==> src/rtl/bf_pkg.sv <==
package bf_pkg;

  typedef enum logic [2:0] {
    BF_TST  = 3'd0,
    BF_EXTU = 3'd1,
    BF_CHG  = 3'd2,
    BF_EXTS = 3'd3,
    BF_CLR  = 3'd4,
    BF_FFO  = 3'd5,
    BF_SET  = 3'd6,
    BF_INS  = 3'd7
  } bf_op_e;

  localparam int unsigned BF_XLEN = 32;

endpackage

==> src/rtl/bf_fieldsel.sv <==
// Selects offset and width sources and builds the MSB-aligned field mask.
module bf_fieldsel #(
  parameter int unsigned XLEN = 32,
  localparam int unsigned SW = $clog2(XLEN)
) (
  input  logic [11:0]     ext_word,
  input  logic [SW-1:0]   off_dyn,
  input  logic [SW-1:0]   wid_dyn,
  output logic [SW-1:0]   off,
  output logic [SW:0]     wid,
  output logic [XLEN-1:0] mask_msb
);

  logic [SW-1:0] wcode;
  logic [SW-1:0] wm1;

  always_comb begin
    off      = ext_word[11] ? off_dyn : ext_word[6 +: SW];
    wcode    = ext_word[5]  ? wid_dyn : ext_word[0 +: SW];
    wm1      = wcode - SW'(1);
    wid      = {1'b0, wm1} + (SW+1)'(1);
    mask_msb = ~({XLEN{1'b1}} >> wid);
  end

endmodule

==> src/rtl/bf_rotate.sv <==
// Circular rotate; LEFT selects the direction.
module bf_rotate #(
  parameter int unsigned XLEN = 32,
  parameter bit          LEFT = 1'b1,
  localparam int unsigned SW = $clog2(XLEN)
) (
  input  logic [XLEN-1:0] din,
  input  logic [SW-1:0]   amt,
  output logic [XLEN-1:0] dout
);

  logic [2*XLEN-1:0] dbl;
  logic [2*XLEN-1:0] shifted;

  assign dbl = {din, din};

  generate
    if (LEFT) begin : g_left
      assign shifted = dbl << amt;
      assign dout    = shifted[2*XLEN-1:XLEN];
    end else begin : g_right
      assign shifted = dbl >> amt;
      assign dout    = shifted[XLEN-1:0];
    end
  endgenerate

endmodule

==> src/rtl/bf_lzc.sv <==
// Leading-zero count; all-zero input yields XLEN.
module bf_lzc #(
  parameter int unsigned XLEN = 32,
  localparam int unsigned CW = $clog2(XLEN + 1)
) (
  input  logic [XLEN-1:0] din,
  output logic [CW-1:0]   cnt
);

  always_comb begin
    cnt = CW'(XLEN);
    for (int i = 0; i < XLEN; i++) begin
      if (din[i]) cnt = CW'(XLEN - 1 - i);
    end
  end

endmodule

==> src/rtl/bitfield_unit.sv <==
module bitfield_unit
  import bf_pkg::*;
#(
  parameter int unsigned XLEN    = BF_XLEN,
  parameter bit          OUT_REG = 1'b1,
  localparam int unsigned SW = $clog2(XLEN),
  localparam int unsigned CW = $clog2(XLEN + 1)
) (
  input  logic            clk,
  input  logic            rst_n,
  input  logic            in_valid,
  input  logic [2:0]      op,
  input  logic [11:0]     ext_word,
  input  logic [XLEN-1:0] opnd_in,
  input  logic [XLEN-1:0] data_in,
  input  logic [SW-1:0]   off_dyn,
  input  logic [SW-1:0]   wid_dyn,
  output logic            out_valid,
  output logic            opnd_we,
  output logic            data_we,
  output logic [XLEN-1:0] opnd_out,
  output logic [XLEN-1:0] data_out,
  output logic            flag_n,
  output logic            flag_z,
  output logic            flag_v,
  output logic            flag_c
);

  logic [SW-1:0]   off;
  logic [SW:0]     wid;
  logic [XLEN-1:0] mask_msb;
  logic [XLEN-1:0] opnd_al;
  logic [XLEN-1:0] src_rot;
  logic [XLEN-1:0] field_msb;
  logic [XLEN-1:0] ins_msb;
  logic [XLEN-1:0] place_mask;
  logic [XLEN-1:0] place_ins;
  logic [CW-1:0]   lz_cnt;
  logic [SW:0]     shamt;
  logic [XLEN-1:0] ext_u;
  logic [XLEN-1:0] ext_s;
  logic [XLEN-1:0] ffo_res;
  logic [XLEN-1:0] flag_src;
  bf_op_e          op_e;

  logic            nxt_owe, nxt_dwe, nxt_n, nxt_z;
  logic [XLEN-1:0] nxt_opnd, nxt_data;

  bf_fieldsel #(.XLEN(XLEN)) u_sel (
    .ext_word (ext_word),
    .off_dyn  (off_dyn),
    .wid_dyn  (wid_dyn),
    .off      (off),
    .wid      (wid),
    .mask_msb (mask_msb)
  );

  // Bring the field to the MSB end.
  bf_rotate #(.XLEN(XLEN), .LEFT(1'b1)) u_align (
    .din (opnd_in), .amt (off), .dout (opnd_al)
  );

  // Bring the low width bits of the insert source to the MSB end.
  bf_rotate #(.XLEN(XLEN), .LEFT(1'b0)) u_src (
    .din (data_in), .amt (wid[SW-1:0]), .dout (src_rot)
  );

  assign field_msb = opnd_al & mask_msb;
  assign ins_msb   = src_rot & mask_msb;

  // Return mask and insert value to the field position.
  bf_rotate #(.XLEN(XLEN), .LEFT(1'b0)) u_pmask (
    .din (mask_msb), .amt (off), .dout (place_mask)
  );

  bf_rotate #(.XLEN(XLEN), .LEFT(1'b0)) u_pins (
    .din (ins_msb), .amt (off), .dout (place_ins)
  );

  // Bits below the field are forced to 1, so the count stops at the width.
  bf_lzc #(.XLEN(XLEN)) u_lzc (
    .din (field_msb | ~mask_msb), .cnt (lz_cnt)
  );

  assign op_e    = bf_op_e'(op);
  assign shamt   = (SW+1)'(XLEN) - wid;
  assign ext_u   = field_msb >> shamt;
  assign ext_s   = XLEN'($signed(field_msb) >>> shamt);
  assign ffo_res = XLEN'(off) + XLEN'(lz_cnt);

  always_comb begin
    nxt_opnd = opnd_in;
    nxt_data = data_in;
    nxt_owe  = 1'b0;
    nxt_dwe  = 1'b0;
    unique case (op_e)
      BF_TST:  ;
      BF_EXTU: begin nxt_data = ext_u;   nxt_dwe = 1'b1; end
      BF_EXTS: begin nxt_data = ext_s;   nxt_dwe = 1'b1; end
      BF_FFO:  begin nxt_data = ffo_res; nxt_dwe = 1'b1; end
      BF_CHG:  begin nxt_opnd = opnd_in ^ place_mask;  nxt_owe = 1'b1; end
      BF_CLR:  begin nxt_opnd = opnd_in & ~place_mask; nxt_owe = 1'b1; end
      BF_SET:  begin nxt_opnd = opnd_in | place_mask;  nxt_owe = 1'b1; end
      BF_INS:  begin
        nxt_opnd = (opnd_in & ~place_mask) | place_ins;
        nxt_owe  = 1'b1;
      end
      default: ;
    endcase
    flag_src = (op_e == BF_INS) ? ins_msb : field_msb;
    nxt_n    = flag_src[XLEN-1];
    nxt_z    = ~|flag_src;
  end

  assign flag_v = 1'b0;
  assign flag_c = 1'b0;

  generate
    if (OUT_REG) begin : g_reg
      logic            valid_q, owe_q, dwe_q, n_q, z_q;
      logic [XLEN-1:0] opnd_q, data_q;

      always_ff @(posedge clk or negedge rst_n) begin
        if (!rst_n) begin
          valid_q <= 1'b0;
          owe_q   <= 1'b0;
          dwe_q   <= 1'b0;
          n_q     <= 1'b0;
          z_q     <= 1'b0;
          opnd_q  <= '0;
          data_q  <= '0;
        end else begin
          valid_q <= in_valid;
          if (in_valid) begin
            owe_q  <= nxt_owe;
            dwe_q  <= nxt_dwe;
            n_q    <= nxt_n;
            z_q    <= nxt_z;
            opnd_q <= nxt_opnd;
            data_q <= nxt_data;
          end
        end
      end

      assign out_valid = valid_q;
      assign opnd_we   = owe_q;
      assign data_we   = dwe_q;
      assign opnd_out  = opnd_q;
      assign data_out  = data_q;
      assign flag_n    = n_q;
      assign flag_z    = z_q;

      // one-cycle latency of the result strobe
      p_valid_lat_r13: assert property (@(posedge clk) disable iff (!rst_n)
        in_valid |=> out_valid);
      p_valid_idle_r13: assert property (@(posedge clk) disable iff (!rst_n)
        !in_valid |=> !out_valid);
      p_hold_r13: assert property (@(posedge clk) disable iff (!rst_n)
        !in_valid |=> $stable(opnd_out) && $stable(data_out));
    end else begin : g_comb
      assign out_valid = in_valid;
      assign opnd_we   = nxt_owe;
      assign data_we   = nxt_dwe;
      assign opnd_out  = nxt_opnd;
      assign data_out  = nxt_data;
      assign flag_n    = nxt_n;
      assign flag_z    = nxt_z;
    end
  endgenerate

  // decoded width stays in 1..XLEN
  p_width_range_r3: assert property (@(posedge clk) disable iff (!rst_n)
    in_valid |-> (wid >= (SW+1)'(1)) && (wid <= (SW+1)'(XLEN)));

  // unsigned extract has no bits above the width
  p_extu_bound_r5: assert property (@(posedge clk) disable iff (!rst_n)
    (in_valid && op_e == BF_EXTU && wid < (SW+1)'(XLEN)) |->
      ((nxt_data >> wid) == '0));

  // find-first-one never passes the end of the field
  p_ffo_bound_r7: assert property (@(posedge clk) disable iff (!rst_n)
    (in_valid && op_e == BF_FFO) |-> (nxt_data <= XLEN'(off) + XLEN'(wid)));

  // modifying operations leave bits outside the field untouched
  p_outside_kept_r8: assert property (@(posedge clk) disable iff (!rst_n)
    (in_valid && nxt_owe) |-> (((nxt_opnd ^ opnd_in) & ~place_mask) == '0));

  // N and Z are mutually exclusive
  p_flag_excl_r10: assert property (@(posedge clk) disable iff (!rst_n)
    in_valid |-> !(nxt_n && nxt_z));

endmodule

==> config.mk <==
export PLATFORM = sky130hd
export DESIGN_NAME = bitfield_unit
export DESIGN_NICKNAME = d
export VERILOG_FILES = /design/src/rtl/bf_pkg.sv /design/src/rtl/bf_fieldsel.sv /design/src/rtl/bf_rotate.sv /design/src/rtl/bf_lzc.sv /design/src/rtl/bitfield_unit.sv
export SDC_FILE = /design/constraint.sdc
export NUM_CORES = 1
export LEC_CHECK = 0
export BUFFER_PORTS_ARGS = -buffer_cell sky130_fd_sc_hd__buf_2
export CAP_MARGIN = 20
export CORE_MARGIN = 2
export CORE_UTILIZATION = 60
export DETAILED_ROUTE_END_ITERATION = 16
export HOLD_SLACK_MARGIN = 0.15
export PLACE_DENSITY = 0.81
export SLEW_MARGIN = 15
export SYNTH_ARGS = -nofsm -noshare
export SYNTH_HDL_FRONTEND = slang
export SYNTH_SLANG_ARGS = --single-unit
==> constraint.sdc <==
create_clock -name clk -period 3.05 [get_ports clk]
set_input_delay 0.4575 -clock clk [delete_from_list [all_inputs] [get_ports clk]]
set_output_delay 0.4575 -clock clk [all_outputs]
set_load 0.01 [all_outputs]
==> results of run 1 <==
-- timing repair --
item,in CTS
buffers inserted,117
gates resized for setup,487
gates cloned,3
hold endpoints to repair,0
endpoints found under the setup margin,66
pin swaps,141
-- metal layers --
layer / GRT usage (%) / GRT overflow
met1: 96.8 / 128
met2: 123 / 1413
met3: 94.2 / 138
met5: 87.1 / 39
met4: 116 / 609
-- cell families after synthesis --
logic type / after synthesis / share of synthesized area, %
DFF: 69 / 10.2
xor gates and xnor gates: 18 / 1.24
other: 1 / 0.0221
buffers and inverters: 259 / 6.33
and+or+nand+nor: 730 / 19.4
adders and majority gates: 74 / 5.49
muxes: 337 / 24.6
AOI/OAI and AO/OA: 831 / 32.7
-- stage by stage --
stage          TNS, ps  instance area (µm²)  hold slack, ps  instances  setup WS, ps
2_1_floorplan   -83470                17500             162       2320         -1590
3_3_place_gp    -89100                23200             466       3351         -1910
3_5_place_dp   -102700                23200             483       3351         -2220
4_1_cts         -57290                26700             256       3478         -1470
==> metrics.cfg, run 1 <==
[floorplan]
die_w_um=172
initial_core_util_pct=61.0
io_pins=163
fp.dieH_um=172
placementRows=61

[yosys]
synth.top_cell.area_share_pct=14.3
ys_ff_latch=69
synth.largest_area_cell=mux2i_1
ys_types=96
synth_edf_count=0
yosysMostFrequentCell=nand2_1
ys_top_cells_by_count=nand2_1, mux2i_1, nor2_1
synth_warnings=0
syn_avg_cell_area_um2=7.31
ys.flop_type=dfrtp_1
ys_async_sr_fraction_pct=100
seq_area_frac_synth_pct=10.2
synthTopCellsByArea=mux2i_1, dfrtp_1, mux4_2, nand2_1, a21oi_1
synth_area_um2=17000
synth_cells=2319

[placement]
place_congestion=1.26
port_buffers=160
dp_hpwl_um=72200

[clock_network]
holdBufCountCts=0
cts_root_buffer=clkbuf_16
clock_sinks=69
h-tree-depth=3
cts_buffers=9
clock_tree.buffer_depth=2

[status]
stop_stage=global routing (5_1_grt)
error=[ERROR GRT-0116] Global routing finished with congestion. Check the congestion regions in the DRC Viewer.
outcome=stopped before the end

[global_routing]
grt-ovfl-total=2327
grt_max_degree=70
grt_usage_pct=106
grt_pass1_vias=36041
grt_pass1_wl_um=234000

==> run 2: changes to the inputs <==
- CORE_UTILIZATION: 60 -> 40
- HOLD_SLACK_MARGIN: 0.15 -> unset
- PLACE_DENSITY: 0.81 -> unset
- PLACE_DENSITY_LB_ADDON: unset -> 0.15
==> run 2 against run 1 <==
Synthesized area is the same. The flow now finishes, with violations (negative setup slack). Synthesized cell count unchanged.
==> metrics.cfg, run 2 <==
[power]
seqPwrFrac_pct=9.2
combPwrFrac_pct=81.4
swShare_pct=49.6
p_leak_uw=0.0126
intPower_uw=6730
p_switching_uw=6620
cellPowerDensity_nw_per_um2=467
ir_worst_vdd_v=0.000320
clockPowerShare_pct=9.4
power_uw=13400

[final_layout]
ff_latch_area_um2=1730
fin_util_pct=68.3
final_common_cell=buf_4
nFillCells=3454
layout_common_cells=buf_4, nand2_1, nor2_1, mux2i_1, buf_2
syn2layout_area_growth_pct=68.7
multiInputGateArea_um2=17300
final_area_um2=28600
nets=3352
insertedDiodeCount=0
drive_above_1_share_pct=51.9

[floorplan]
placementRows=75
io_pins=163
die_w_um=210
dieArea_um2=44000
initial_core_util_pct=40.5
core_um2=41900
fp.dieH_um=210

[global_routing]
grt_pass1_wl_um=150000
grt-ovfl-total=0
grt_antenna_before_repair=5
grt_usage_pct=45.5
grt_max_degree=63
grt_pass1_vias=23586

[clock_network]
clk_pin_slew_ps=70
h-tree-depth=3
clock_tree.buffer_depth=2
clock_sinks=69
worstSkewPairLatency_ps=370
cts_root_buffer=clkbuf_16
cts_buffers=9
tritoncts=yes
holdBufCountCts=0

[route]
remaining_drc_errors=0
dr.pass1.iters=7
via_per_inst=6.66
drt_iter0_drc=3091
ant_nets=0
wl_um=105000
detail_route.wl_per_cell_um=28.1
dr_total_vias=24852

[sta]
finalSetupViolCount=66
finalHoldWorstSlack_ps=114
fin_crit_sh_pct=145
slew_violations=0
skew_ps=0
layout_setup_ws_ps=-1380
tightest_slew_ps=1150
hold_viol=0
fin_crit_ps=4430
maxSlewHeadroom_pct=22.8
rsz0062_at_grt=true
max_freq_ghz=0.226
finalSetupTns_ps=-65310

[flow_run]
max_cap_violations=0

[status]
violations=negative setup slack
outcome=complete, but fails checks

[worst_setup_path]
worstReg2RegStart=opnd_out[21]$_DFFE_PN0P_
crit_end=opnd_out[22]$_DFFE_PN0P_
ff2ff_setup_slack_ps=1810
cp.arrival_ps=4740
worstSetupStartpointType=input pin
rr_worst_depth=4
critical_path.reg2reg.endpoint=opnd_out[21]$_DFFE_PN0P_
worstPathRequired_ps=3360
endpoint_kind=register
path_class=input pin to register
crit_fanout=6
critical_path.startpoint=ext_word[5]

[yosys]
ys_ff_latch=69
synth.top_cell.area_share_pct=14.3
synth_warnings=0
synthTopCellsByArea=mux2i_1, dfrtp_1, mux4_2, nand2_1, a21oi_1
ys_types=96
seq_area_frac_synth_pct=10.2
ys_async_sr_fraction_pct=100
yosysMostFrequentCell=nand2_1
synth_edf_count=0
ys_top_cells_by_count=nand2_1, mux2i_1, nor2_1
synth_area_um2=17000
syn_avg_cell_area_um2=7.31
ys.flop_type=dfrtp_1
synth.largest_area_cell=mux2i_1
synth_cells=2319

[placement]
place_area_um2=24000
place_congestion=1.09
port_buffers=160
dp_hpwl_um=79300

[worst_hold_path]
hold_path.class=input pin to asynchronous set/reset pin

-- run 2: stage by stage --
stage | instances | setup WS, ps
2_1_floorplan | 2320 | -1590
3_3_place_gp | 3569 | -1900
3_5_place_dp | 3569 | -1980
4_1_cts | 3670 | -1220
5_1_grt | 3731 | -1500
6_report | 3731 | -1380
-- run 2: timing repair --
item / 4_1_cts / 5_1_grt
gates cloned: 0 / 0
endpoints found under the setup margin: 66 / 66
resized for setup: 340 / 355
buffers inserted: 92 / 76
pin swaps: 143 / 147
-- run 2: final cells by class --
class	instances	share of cell area, %
Clock inverter	7	0.359
Clock buffer	9	0.788
Sequential cell	69	6.04
Multi-Input combinational cell	1992	60.4
Inverter	53	0.757
Tap cell	539	2.36
Timing Repair Buffer	1062	29.3
-- run 2: kinds of logic (layout without fill, tap and decap cells) --
group | count (synthesis) | after routing | synth area share [%]
adders and majority gates | 74 | 74 | 5.49
xor gates and xnor gates | 18 | 18 | 1.24
muxes | 337 | 337 | 24.6
other | 1 | 2 | 0.0221
buffers and inverters | 259 | 1131 | 6.33
DFF | 69 | 69 | 10.2
AOI/OAI and AO/OA | 831 | 831 | 32.7
and+or+nand+nor | 730 | 730 | 19.4
-- run 2: how the worst min path moves through the flow --
stage	to	slack, ps	cells past startpoint
final	data_out[8]$_DFFE_PN0P_	110	1
after global routing	data_out[8]$_DFFE_PN0P_	130	1
after CTS	data_out[8]$_DFFE_PN0P_	110	1
after detailed placement	flag_z$_DFFE_PN0P_	480	2
after global placement	flag_z$_DFFE_PN0P_	480	2
after floorplan	data_out[0]$_DFFE_PN0P_	160	0
-- run 2: worst max-delay path, stage by stage --
cell and delay [ps]:
buf_12 100, buf_12 100, mux2i_4 240, ha_4 210, buf_6 110, nor2_2 30, mux2_4 300, mux2i_4 200
buf_12 150, xnor2_4 170, buf_6 140, buf_6 140, mux4_2 560, o32a_1 460, nand2_2 130, o211ai_1 130
buf_4 190, mux2_4 350, buf_6 160, a221oi_4 230, a21bo_2 170
-- run 2: metal layers --
| metal | GRT usage, % | share of wire, % | vias up |
|---|---|---|---|
| li1 | - | - | 10679 |
| met1 | 55.0 | 37 | 12048 |
| met2 | 71.5 | 44 | 1661 |
| met3 | 11.8 | 10 | 458 |
| met4 | 30.2 | 8.4 | 6 |
| met5 | 0 | 0.039 | - |
-- run 2: power groups by stage --
stage	Clock (µW)	Sequential, µW	Combinational (µW)
2_1_floorplan	0	1240	4130
3_3_place_gp	0	1220	8410
3_5_place_dp	0	1220	8490
4_1_cts	1260	1210	9440
5_1_grt	1300	1230	11300
6_report	1250	1230	10900
No activity file was read; power rests on OpenSTA's default activity.
